### src/rtl/t1pg_pkg.sv
package t1pg_pkg;
  localparam int SEL_W      = 5;
  localparam int CODE_ZEROS = 0;
  localparam int CODE_ONES  = 1;
  localparam int CODE_WORD0 = 2;
  localparam int NUM_WORDS  = 3;
  localparam int CODE_LFSR0 = 5;
  localparam int NUM_LFSR   = 6;
  localparam int USER_BASE  = 11;
  localparam int QRSS_IDX   = 5;
  localparam int QRSS_ZMAX  = 14;

  function automatic int lfsr_order(input int idx);
    case (idx)
      0: return 9;
      1: return 11;
      2: return 15;
      3: return 20;
      4: return 23;
      default: return 20;
    endcase
  endfunction

  function automatic int lfsr_tap(input int idx);
    case (idx)
      0: return 5;
      1: return 9;
      2: return 14;
      3: return 3;
      4: return 18;
      default: return 17;
    endcase
  endfunction

  function automatic int word_len(input int idx);
    return (idx == 2) ? 24 : 8;
  endfunction

  function automatic logic [23:0] word_bits(input int idx);
    case (idx)
      0: return 24'h000040;
      1: return 24'h000042;
      default: return 24'h440004;
    endcase
  endfunction
endpackage

### src/rtl/t1pg_word_gen.sv
module t1pg_word_gen #(
  parameter int          W    = 8,
  parameter logic [23:0] WORD = 24'h000040
) (
  input  logic clk,
  input  logic rst,
  input  logic step,
  input  logic restart,
  output logic bit_o
);
  localparam int PW = (W > 1) ? $clog2(W) : 1;

  logic [PW-1:0] pos;
  logic [PW-1:0] base_pos;

  always_comb base_pos = restart ? '0 : pos;

  assign bit_o = WORD[W - 1 - int'(base_pos)];

  always_ff @(posedge clk) begin
    if (rst) begin
      pos <= '0;
    end else if (step) begin
      pos <= (base_pos == PW'(W - 1)) ? '0 : base_pos + 1'b1;
    end
  end

  // the word position never leaves the word
  a_r3_pos_bound: assert property (@(posedge clk) disable iff (rst)
    pos <= PW'(W - 1));
endmodule

### src/rtl/t1pg_lfsr_gen.sv
module t1pg_lfsr_gen #(
  parameter int ORDER = 9,
  parameter int TAP   = 5,
  parameter bit ZSUP  = 1'b0,
  parameter int ZMAX  = 14
) (
  input  logic clk,
  input  logic rst,
  input  logic step,
  input  logic restart,
  output logic bit_o
);
  localparam int ZW = $clog2(ZMAX + 1);

  logic [ORDER-1:0] state;
  logic [ORDER-1:0] base_state;
  logic [ZW-1:0]    zrun;
  logic [ZW-1:0]    base_run;
  logic             raw;
  logic             force_one;

  always_comb begin
    base_state = restart ? '1 : state;
    base_run   = restart ? '0 : zrun;
    raw        = base_state[ORDER-1];
    force_one  = ZSUP && (base_run == ZW'(ZMAX));
    bit_o      = raw | force_one;
  end

  always_ff @(posedge clk) begin
    if (rst) begin
      state <= '1;
      zrun  <= '0;
    end else if (step) begin
      state <= {base_state[ORDER-2:0], base_state[ORDER-1] ^ base_state[TAP-1]};
      if (bit_o)
        zrun <= '0;
      else if (base_run != ZW'(ZMAX))
        zrun <= base_run + 1'b1;
      else
        zrun <= base_run;
    end
  end

  // a maximal-length register never reaches the all-zero lock-up state
  a_r4_no_lockup: assert property (@(posedge clk) disable iff (rst)
    state != '0);

  // the zero-run tracker stays within its cap
  a_r5_run_cap: assert property (@(posedge clk) disable iff (rst)
    zrun <= ZW'(ZMAX));
endmodule

### src/rtl/t1pg_user_store.sv
module t1pg_user_store #(
  parameter int SLOTS  = 6,
  parameter int MAXLEN = 24,
  parameter int IW     = 3,
  parameter int LW     = 5
) (
  input  logic              clk,
  input  logic              rst,
  input  logic              wr_en,
  input  logic [IW-1:0]     wr_idx,
  input  logic [LW-1:0]     wr_len,
  input  logic [MAXLEN-1:0] wr_data,
  input  logic [IW-1:0]     rd_slot,
  input  logic              step,
  input  logic              restart,
  output logic              bit_o
);
  logic [MAXLEN-1:0] data_mem [SLOTS];
  logic [LW-1:0]     len_mem  [SLOTS];
  logic [LW-1:0]     len_clamped;
  logic [MAXLEN-1:0] cur_data;
  logic [LW-1:0]     cur_len;
  logic [LW-1:0]     pos;
  logic [LW-1:0]     base_pos;
  logic              rd_ok;

  always_comb begin
    len_clamped = (wr_len > LW'(MAXLEN - 1)) ? LW'(MAXLEN - 1) : wr_len;
    rd_ok       = int'(rd_slot) < SLOTS;
  end

  // small write-only-indexed memory, no reset, one write port
  always_ff @(posedge clk) begin
    if (wr_en && (int'(wr_idx) < SLOTS)) begin
      data_mem[wr_idx] <= wr_data;
      len_mem[wr_idx]  <= len_clamped;
    end
  end

  always_comb begin
    cur_data = rd_ok ? data_mem[rd_slot] : '0;
    cur_len  = rd_ok ? len_mem[rd_slot]  : '0;
    base_pos = restart ? '0 : pos;
    if (base_pos <= cur_len)
      bit_o = cur_data[cur_len - base_pos];
    else
      bit_o = 1'b0;
  end

  always_ff @(posedge clk) begin
    if (rst) begin
      pos <= '0;
    end else if (step) begin
      pos <= (base_pos >= cur_len) ? '0 : base_pos + 1'b1;
    end
  end

  // the playback position never runs past the longest pattern
  a_r8_pos_bound: assert property (@(posedge clk) disable iff (rst)
    pos <= LW'(MAXLEN - 1));
endmodule

### src/rtl/t1_pattern_gen.sv
module t1_pattern_gen
  import t1pg_pkg::*;
#(
  parameter int USER_SLOTS  = 6,
  parameter int USER_MAXLEN = 24,
  localparam int IDX_W = $clog2(USER_SLOTS),
  localparam int LEN_W = $clog2(USER_MAXLEN)
) (
  input  logic                   clk,
  input  logic                   rst,
  input  logic                   bit_en,
  input  logic [SEL_W-1:0]       pat_sel,
  input  logic                   invert,
  input  logic                   up_we,
  input  logic [IDX_W-1:0]       up_idx,
  input  logic [LEN_W-1:0]       up_len,
  input  logic [USER_MAXLEN-1:0] up_data,
  output logic                   bit_out
);
  localparam int USER_LAST = USER_BASE + USER_SLOTS - 1;

  logic [SEL_W-1:0]    sel_q;
  logic                pend;
  logic                restart;
  logic                we_hit;
  logic                is_user;
  logic [IDX_W-1:0]    rd_slot;
  logic [NUM_WORDS-1:0] word_bits_v;
  logic [NUM_LFSR-1:0]  lfsr_bits_v;
  logic                user_bit;
  logic                pat_bit;

  always_comb begin
    restart = pend || (pat_sel != sel_q);
    is_user = (int'(pat_sel) >= USER_BASE) && (int'(pat_sel) <= USER_LAST);
    rd_slot = is_user ? IDX_W'(int'(pat_sel) - USER_BASE) : '0;
    we_hit  = up_we && (int'(up_idx) < USER_SLOTS)
              && (int'(pat_sel) == USER_BASE + int'(up_idx));
  end

  genvar g;
  generate
    for (g = 0; g < NUM_WORDS; g++) begin : g_word
      t1pg_word_gen #(
        .W    (word_len(g)),
        .WORD (word_bits(g))
      ) u_word (
        .clk     (clk),
        .rst     (rst),
        .step    (bit_en && (int'(pat_sel) == CODE_WORD0 + g)),
        .restart (restart),
        .bit_o   (word_bits_v[g])
      );
    end
    for (g = 0; g < NUM_LFSR; g++) begin : g_lfsr
      t1pg_lfsr_gen #(
        .ORDER (lfsr_order(g)),
        .TAP   (lfsr_tap(g)),
        .ZSUP  (g == QRSS_IDX),
        .ZMAX  (QRSS_ZMAX)
      ) u_lfsr (
        .clk     (clk),
        .rst     (rst),
        .step    (bit_en && (int'(pat_sel) == CODE_LFSR0 + g)),
        .restart (restart),
        .bit_o   (lfsr_bits_v[g])
      );
    end
  endgenerate

  t1pg_user_store #(
    .SLOTS  (USER_SLOTS),
    .MAXLEN (USER_MAXLEN),
    .IW     (IDX_W),
    .LW     (LEN_W)
  ) u_user (
    .clk     (clk),
    .rst     (rst),
    .wr_en   (up_we),
    .wr_idx  (up_idx),
    .wr_len  (up_len),
    .wr_data (up_data),
    .rd_slot (rd_slot),
    .step    (bit_en && is_user),
    .restart (restart),
    .bit_o   (user_bit)
  );

  always_comb begin
    if (int'(pat_sel) == CODE_ONES)
      pat_bit = 1'b1;
    else if ((int'(pat_sel) >= CODE_WORD0) && (int'(pat_sel) < CODE_WORD0 + NUM_WORDS))
      pat_bit = word_bits_v[int'(pat_sel) - CODE_WORD0];
    else if ((int'(pat_sel) >= CODE_LFSR0) && (int'(pat_sel) < CODE_LFSR0 + NUM_LFSR))
      pat_bit = lfsr_bits_v[int'(pat_sel) - CODE_LFSR0];
    else if (is_user)
      pat_bit = user_bit;
    else
      pat_bit = 1'b0;
  end

  always_ff @(posedge clk) begin
    if (rst) begin
      bit_out <= 1'b0;
      sel_q   <= '1;
      pend    <= 1'b0;
    end else begin
      if (bit_en) begin
        bit_out <= pat_bit ^ invert;
        sel_q   <= pat_sel;
      end
      if (we_hit)
        pend <= 1'b1;
      else if (bit_en)
        pend <= 1'b0;
    end
  end

  // output holds on clocks without an enable
  a_r9_hold: assert property (@(posedge clk) disable iff (rst)
    !bit_en |=> $stable(bit_out));

  // the all-ones code yields a one before inversion
  a_r2_ones: assert property (@(posedge clk) disable iff (rst)
    (bit_en && int'(pat_sel) == CODE_ONES) |=> (bit_out == !$past(invert)));

  // a fresh PRBS selection starts with a one
  a_r10_prbs_first: assert property (@(posedge clk) disable iff (rst)
    (bit_en && pat_sel != sel_q && int'(pat_sel) >= CODE_LFSR0
     && int'(pat_sel) < CODE_LFSR0 + NUM_LFSR) |=> (bit_out == !$past(invert)));

  // unassigned codes produce zeros before inversion
  a_r12_unused: assert property (@(posedge clk) disable iff (rst)
    (bit_en && int'(pat_sel) > USER_LAST) |=> (bit_out == $past(invert)));
endmodule

### config.mk
export PLATFORM = sky130hd
export DESIGN_NAME = t1_pattern_gen
export DESIGN_NICKNAME = d
export VERILOG_FILES = /design/src/rtl/t1pg_pkg.sv /design/src/rtl/t1pg_word_gen.sv /design/src/rtl/t1pg_lfsr_gen.sv /design/src/rtl/t1pg_user_store.sv /design/src/rtl/t1_pattern_gen.sv
export SDC_FILE = /design/constraint.sdc
export NUM_CORES = 1
export LEC_CHECK = 0
export BUFFER_PORTS_ARGS = -buffer_cell sky130_fd_sc_hd__buf_2
export CORE_MARGIN = 8
export CORE_UTILIZATION = 60
export CTS_CLUSTER_SIZE = 14
export DETAILED_ROUTE_END_ITERATION = 6
export PLACE_DENSITY = 0.75
export SETUP_SLACK_MARGIN = 0.5
export SYNTH_ARGS = -nofsm -noshare
export SYNTH_HDL_FRONTEND = slang
export SYNTH_SLANG_ARGS = --single-unit
### constraint.sdc
create_clock -name clk -period 7.3 [get_ports clk]
set_clock_uncertainty 0.05 [all_clocks]
set_input_delay 1.46 -clock clk [delete_from_list [all_inputs] [get_ports clk]]
set_output_delay 1.46 -clock clk [all_outputs]
set_load 0.005 [all_outputs]
* After elaboration in Yosys (flattened, before gate mapping)
Memory sizes are Yosys's and may differ from the RTL's.
Cells that the tools add are included.
W data, S select, Z words.
** Storage, ports and cells
- Input port bits :: 42
- Flip-flop bits (word level) :: 125
- Bits in writable memories :: 174
- Logic and storage cells :: 135
- Output and inout bits :: 1
- ROM bits :: 96
- Memories :: 5
** Memory list
- u_user.data_mem :: words 6, width 24, rd ports 1, clocked after memory_dff 0, write ports 1, RTL line t1pg_user_store.sv:18 : logic [MAXLEN-1:0] data_mem [SLOTS];
- (name not given) :: words 32, width 1, rd ports 1, clocked after memory_dff 0, write ports 0, RTL line t1pg_word_gen.sv:18 : assign bit_o = WORD[W - 1 - int'(base_pos)];
- (name not given) :: words 32, width 1, rd ports 1, clocked after memory_dff 0, write ports 0, RTL line t1pg_word_gen.sv:18
- (name not given) :: words 32, width 1, rd ports 1, clocked after memory_dff 0, write ports 0, RTL line t1pg_word_gen.sv:18
- u_user.len_mem :: words 6, width 5, rd ports 1, clocked after memory_dff 0, write ports 1, RTL line t1pg_user_store.sv:19 : logic [LW-1:0] len_mem [SLOTS];
** Operators by class
- $lt $le $gt $ge :: 17
- Reductions and logical operators :: 17
- Bitwise gates (word level) :: 8
- Equal/unequal tests :: 17
- $add $sub $neg :: 13
- Multiplexer cells :: 44
** Operator list (count)
- $lt A32 B7 Y1 const B :: 3
- $mux W20 :: 2
- $mux W5 :: 6
- $mux W24 :: 1
- $mux W23 :: 1
- $eq A5 B4 Y1 const B :: 4
- $eq A5 B5 Y1 const B :: 4
- $mux W1 :: 20
- $logic_and A1 B1 Y1 :: 15
- $mux W15 :: 1
- $mux W3 :: 5
- $mux W4 :: 3
- $mux W11 :: 1
- $add A5 B1 Y5 const B :: 2
- $eq A5 B3 Y1 const B :: 2
- $mux W9 :: 1
- $sub A3 B3 Y4 const A :: 2
- $xor A1 B1 Y1 :: 7
- $add A3 B1 Y3 const B :: 2
- $eq A3 B3 Y1 const B :: 2
- $lt A3 B3 Y1 const B :: 2
- $lt A5 B6 Y1 const B :: 1
- $lt A6 B4 Y1 const B :: 1
- $lt A6 B5 Y1 const B :: 1
- 27 further kinds :: 27

* Longest topological paths before layout
- Depth after elaboration :: 14
- Mapped depth :: 28
- Gate-level depth less buffers :: 22

* By module
From an unflattened synthesis, not the netlist that was laid out.
** Second synthesis, totals
- Cell total of the unflattened synthesis :: 1081
- Area, all modules :: 13634.3 um2
** By module, submodules not included
- t1pg_user_store :: times used 1, cells each 409, area each 7340.8 um2, sequential area each 5325.1 um2
- t1pg_lfsr_gen at g_lfsr[4].u_lfsr :: times used 1, cells each 103, area each 1153.6 um2, sequential area each 460.4 um2
- t1pg_lfsr_gen at g_lfsr[5].u_lfsr :: times used 1, cells each 137, area each 1062.3 um2, sequential area each 480.5 um2
- t1pg_lfsr_gen at g_lfsr[3].u_lfsr :: times used 1, cells each 90, area each 928.4 um2, sequential area each 400.4 um2
- t1_pattern_gen :: times used 1, cells each 106, area each 924.6 um2, sequential area each 140.1 um2
- t1pg_lfsr_gen at g_lfsr[2].u_lfsr :: times used 1, cells each 68, area each 653.1 um2, sequential area each 300.3 um2
- t1pg_lfsr_gen at g_lfsr[1].u_lfsr :: times used 1, cells each 50, area each 461.7 um2, sequential area each 220.2 um2
- t1pg_lfsr_gen at g_lfsr[0].u_lfsr :: times used 1, cells each 40, area each 389.1 um2, sequential area each 180.2 um2
- t1pg_word_gen at g_word[2].u_word :: times used 1, cells each 39, area each 335.3 um2, sequential area each 100.1 um2
- t1pg_word_gen at g_word[1].u_word :: times used 1, cells each 21, area each 210.2 um2, sequential area each 60.1 um2
- t1pg_word_gen at g_word[0].u_word :: times used 1, cells each 18, area each 175.2 um2, sequential area each 60.1 um2

* Least setup slack after synthesis
OpenSTA, ideal clock, no wires.
- Kind :: in2reg
- From :: in pat_sel[0]
- To :: reg bit_out
- Data arrival time :: 6267 ps
- Stages on the path :: 26
- Setup time :: 62 ps
- Slack :: 921 ps
- Cell sequence :: buf_2 inv_1 clkbuf_1 ha_1 clkbuf_1 and3b_1 a22o_2 buf_8 buf_6 buf_2 nand2_1 a22oi_1 a21oi_1 nor2_1 a21oi_1 o32a_1 ha_1 inv_1 fa_1 buf_1 o21ai_0 a31o_2 o41ai_1 nor4_1 or4b_1 nand3_1
** Between the ends
- Word-level cells in the longest chain between the ends :: 14
** RTL lines
- from (decl) :: RTL line t1_pattern_gen.sv:12 : input logic [SEL_W-1:0] pat_sel,
- $ge A5 B4 Y1 or $le A5 B5 Y1 (tied branches) :: RTL line t1_pattern_gen.sv:35 : is_user = (int'(pat_sel) >= USER_BASE) && (int'(pat_sel) <= USER_LAST);
- $logic_and A1 B1 Y1 :: RTL line t1_pattern_gen.sv:35
- $mux W3 :: RTL line t1_pattern_gen.sv:36 : rd_slot = is_user ? IDX_W'(int'(pat_sel) - USER_BASE) : '0;
- $mem_v2 Z6 W5 or $lt A3 B3 Y1 (tied branches)
- $mux W5 :: RTL line t1pg_user_store.sv:42 : cur_len = rd_ok ? len_mem[rd_slot] : '0;
- $sub A5 B5 Y5 :: RTL line t1pg_user_store.sv:45 : bit_o = cur_data[cur_len - base_pos];
- $bmux W1 S5 :: RTL line t1pg_user_store.sv:45
- $mux W1 (not written as such) :: RTL line t1pg_user_store.sv:45
- $mux W1 :: RTL line t1pg_user_store.sv:44 : if (base_pos <= cur_len)
- $mux W1 :: RTL line t1_pattern_gen.sv:96 : else if (is_user)
- $mux W1 :: RTL line t1_pattern_gen.sv:94 : else if ((int'(pat_sel) >= CODE_LFSR0) && (int'(pat_sel) < CODE_LFSR0 + NUM_LFSR))
- $mux W1 :: RTL line t1_pattern_gen.sv:92 : else if ((int'(pat_sel) >= CODE_WORD0) && (int'(pat_sel) < CODE_WORD0 + NUM_WORDS))
- $mux W1 (*) :: RTL line t1_pattern_gen.sv:90 : if (int'(pat_sel) == CODE_ONES)
- $xor A1 B1 Y1 (*) :: RTL line t1_pattern_gen.sv:109 : bit_out <= pat_bit ^ invert;
- to (signal assigned) :: RTL line t1_pattern_gen.sv:109
- to (decl) :: RTL line t1_pattern_gen.sv:18 : output logic bit_out
Mark *: on every way between the ends. The rest lies on a longest branch, timed or not. The select of a mux whose other input is x is not followed.
A chain may end at the register's enable or synchronous reset.

* Final worst setup path
Ends and elaborated chain as after synthesis.

==> summary.md <==
| Metric | Value |
|---|---|
| P&R area growth vs syn | `10.3%` |
| Worst vdd ir | `~210 µV` |
| Largest family of logic cells by synthesized area | `simple AND/OR/NAND/NOR gates` |
| Simple-gate share of the synthesized area | `0.146` |
| Core area | `around 22000 µm²` |
| XOR/XNOR Fraction of Synth Area | `0.0141` |
| Post-synthesis compound-gate area fraction | `0.127` |
| Wire length per cell | `18.6 µm` |
| Gpl congestion | `between 0.8 and 0.9` |
| Psw | `approximately 0.00081 W` |
| Power Density | `about 250 nW/µm²` |
| Endpoint class of the critical path | `flop` |
| Post-synth top area cell | `edfxtp_1` |
| Initial antenna violation count | `2` |
| Global-route wire length before repair | `43.6 mm` |
| Hold-fix buffers, CTS | `0` |
| Setup Slack @ Placement | `just under 1 ns` |
| Status | `completed` |
| Startpoint types | `input pin` |
| Post-route clock period utilization | `0.806` |
| Crit Path Category | `input pin to flop` |
| Die height | `between 150 and 200 µm` |
| Final setup violation count | `0` |
| Top cells by area, synth | `edfxtp_1 40%, dfxtp_1 19%, o21bai_1 5.4%` |
| Number of port buffers | `42` |
| Mean post-synth cell area | `between 10 and 15 µm²` |
| Post-Syn Area | `13000 µm²` |
| Cells resized by post-CTS repair | `0` |
| Hold slack | `about 0.42 ns` |
| Net count, final | `1225` |
| Final Power | `about 0.0036 W` |
| Die area | `26700 µm²` |
| Clock transition at the registers of the reported paths | `0.07 ns` |
| Logic pwr share | `0.079` |
| Ys flop type | `edfxtp_1` |
| Starting Density | `0.605` |
| Most frequent cell after synthesis | `edfxtp_1` |
| Fmax | `around 170 MHz` |
| # Max-Cap Violations | `0` |
| Synth async-reset ratio | `0` |
| Iteration-0 DRC Markers | `about 830` |
| Number of I/O pins | `43` |
| Final Cell Area | `14400 µm²` |
| Sequential cell fraction of total power | `0.509` |
| Yosys warnings | `0` |
| Top post-synthesis cells by count | `174 x edfxtp_1, 129 x nor2_1, 125 x dfxtp_1, 103 x nor3_1, 93 x o21bai_1` |
| GRT Util Overall | `0.202` |
| Flops & latches, synth | `between 200 and 300` |
| Via count | `8695` |
| Setup ws final | `roughly 1.4 ns` |
| Die W | `approximately 160 µm` |
| Register area share after synthesis | `0.593` |
| Static leakage | `5.45 nW` |
| Post-Syn Nets | `between 1000 and 1500` |
| Remaining DRCs | `0` |
| Adder-cell share of the synthesized area | `0.0226` |
| Vias per inst | `~5.9` |
| Crit path DAT | `around 6.3 ns` |
| Post-DP HPWL | `16.6 mm` |
| Tmin final | `a little under 6 ns` |
| RSZ-0062 raised after global routing | `no` |
| Sw frac | `0.224` |
| Final ANT Viol Nets | `0` |
| Post-synth EDFFs | `approximately 170` |
| Int Pwr | `0.00279 W` |
| Mux contribution to synthesized area | `0.0649` |
| Top cell type's share of synthesized area | `0.401` |
| Htree depth | `1` |
| Max Root-Sink Buffers | `3` |
| CTS tree | `built` |
| Area after DPL | `about 13000 µm²` |
| CP Max Fanout | `14` |
| Setup TNS | `0 ns` |
| Vias in the first global route | `about 8400` |
| Remaining global-route overflow | `0` |
| Syn Inst Count | `1145` |
| Pins over their slew limit | `0` |
| Row cnt | `54` |
| Final Hold Vio Count | `0` |
| Slew @ Worst Pin | `1.11 ns` |
| CTS sink count | `~300` |
| Clk network pwr share | `0.412` |
| Max_slew headroom | `0.257` |
| Largest net degree at the start of global routing | `around 110` |
| Clk_lat worst skew | `0.55 ns` |
| HP Class | `flop to flop` |
| Post-CTS Repair Setup Buffers | `0` |
| Synth unique cells | `around 70` |
| Total detailed-routing wirelength | `roughly 27 mm` |
| Critical path required time | `roughly 7.8 ns` |
| Clock root cell | `clkbuf_16` |
| TritonCTS Buffers | `30` |
| Share of cells above drive strength 1 | `0.123` |
| First-pass detailed-route iteration total | `5` |
-- critical path: stages --
cell,delay (ns)
buf_2,0.12
inv_1,0.06
buf_4,0.20
ha_2,0.33
and4bb_4,0.33
a21oi_4,0.08
nor2_1,0.62
nor2_1,0.12
a21oi_1,0.20
o32a_1,0.17
ha_1,0.18
inv_1,0.06
fa_1,0.72
o21ai_0,0.32
a311oi_1,0.35
a31oi_1,0.13
nand4_1,0.12
nand4_1,0.12
or4b_1,0.51
nand3_1,0.09
-- registers in the layout (all words and copies together) (netlist names) --
name / cells
u_user.pos: 5
g_lfsr.u_lfsr.state: 98
sel_q: 5
g_lfsr.u_lfsr.zrun: 4
u_user.len_mem: 30
bit_out: 1
pend: 1
u_user.data_mem: 144
g_word.u_word.pos: 11
-- layout make-up --
class | count | area (µm²)
sequential | 299 | 7730
fill | 1638 | 7170
multi-input combinational | 749 | 4930
clock buffer | 41 | 833
tap | 280 | 350
timing repair buffer | 59 | 340
clock inverter | 14 | 118
inverter | 21 | 78.8
antenna | 1 | 2.50
-- metrics by stage --
stage / cells / util
3_3_place_gp: 1408 / 0.623
2_1_floorplan: 1145 / -
5_1_grt: 1464 / 0.667
4_1_cts: 1463 / 0.667
6_report: 1464 / 0.667
3_5_place_dp: 1408 / 0.623
-- cells in the final DEF, fill, tap and decap left out, types with 9 or more instances in the layout --
| cell | Yosys | routed |
|---|---|---|
| dfxtp_1 | 125 | 125 |
| nand4_1 | 12 | 12 |
| xor2_1 | 10 | 10 |
| buf_4 | 2 | 18 |
| nor2b_1 | 9 | 9 |
| a22oi_1 | 12 | 12 |
| a21oi_1 | 35 | 35 |
| mux2_2 | 10 | 10 |
| and3_1 | 9 | 9 |
| nand2_1 | 76 | 75 |
| clkbuf_16 | 0 | 31 |
| inv_1 | 21 | 21 |
| nor3_1 | 103 | 99 |
| mux4_2 | 13 | 13 |
| buf_2 | 10 | 41 |
| xnor2_1 | 11 | 11 |
| edfxtp_1 | 174 | 174 |
| o21bai_1 | 93 | 93 |
| a31oi_1 | 9 | 9 |
| nand3_1 | 30 | 30 |
| o21ai_0 | 24 | 24 |
| mux2i_1 | 44 | 44 |
| ha_1 | 22 | 21 |
| nor2_1 | 129 | 127 |
-- power groups by stage --
stage          registers [W]  clock network (W)  logic [W]
6_report             0.00183            0.00148   0.000283
3_5_place_dp         0.00187                  0   0.000281
4_1_cts              0.00183            0.00151   0.000282
3_3_place_gp         0.00186                  0   0.000277
2_1_floorplan        0.00186                  0   0.000196
5_1_grt              0.00183            0.00157   0.000306
-- path summary, 6_finish.rpt --
path	slack [ns]	cells past startpoint	from	end
hold reg to reg	0.42	2	g_lfsr[1].u_lfsr.state[0]$_SDFFE_PP1P_	g_lfsr[1].u_lfsr.state[0]$_SDFFE_PP1P_
setup reg to reg	3.21	14	sel_q[4]$_SDFFE_PP1P_	bit_out$_SDFFE_PP0P_
hold / removal	0.42	2	g_lfsr[1].u_lfsr.state[0]$_SDFFE_PP1P_	g_lfsr[1].u_lfsr.state[0]$_SDFFE_PP1P_
setup / recovery	1.42	20	pat_sel[0]	bit_out$_SDFFE_PP0P_
-- routing by layer --
metal,part of all wire,GRT usage
met1,0.43,0.260
met3,0.053,0.0313
met2,0.49,0.345
met4,0.029,0.0663
met5,0.00029,0
-- kinds of logic after synthesis --
kind of cell    Yosys count
xor+xnor                 21
fa+ha+maj                23
compound gates          232
simple gates            406
mux                      67
flops                   299
buf+inv                  97
Note: power is estimated with default switching activity, not from simulation.
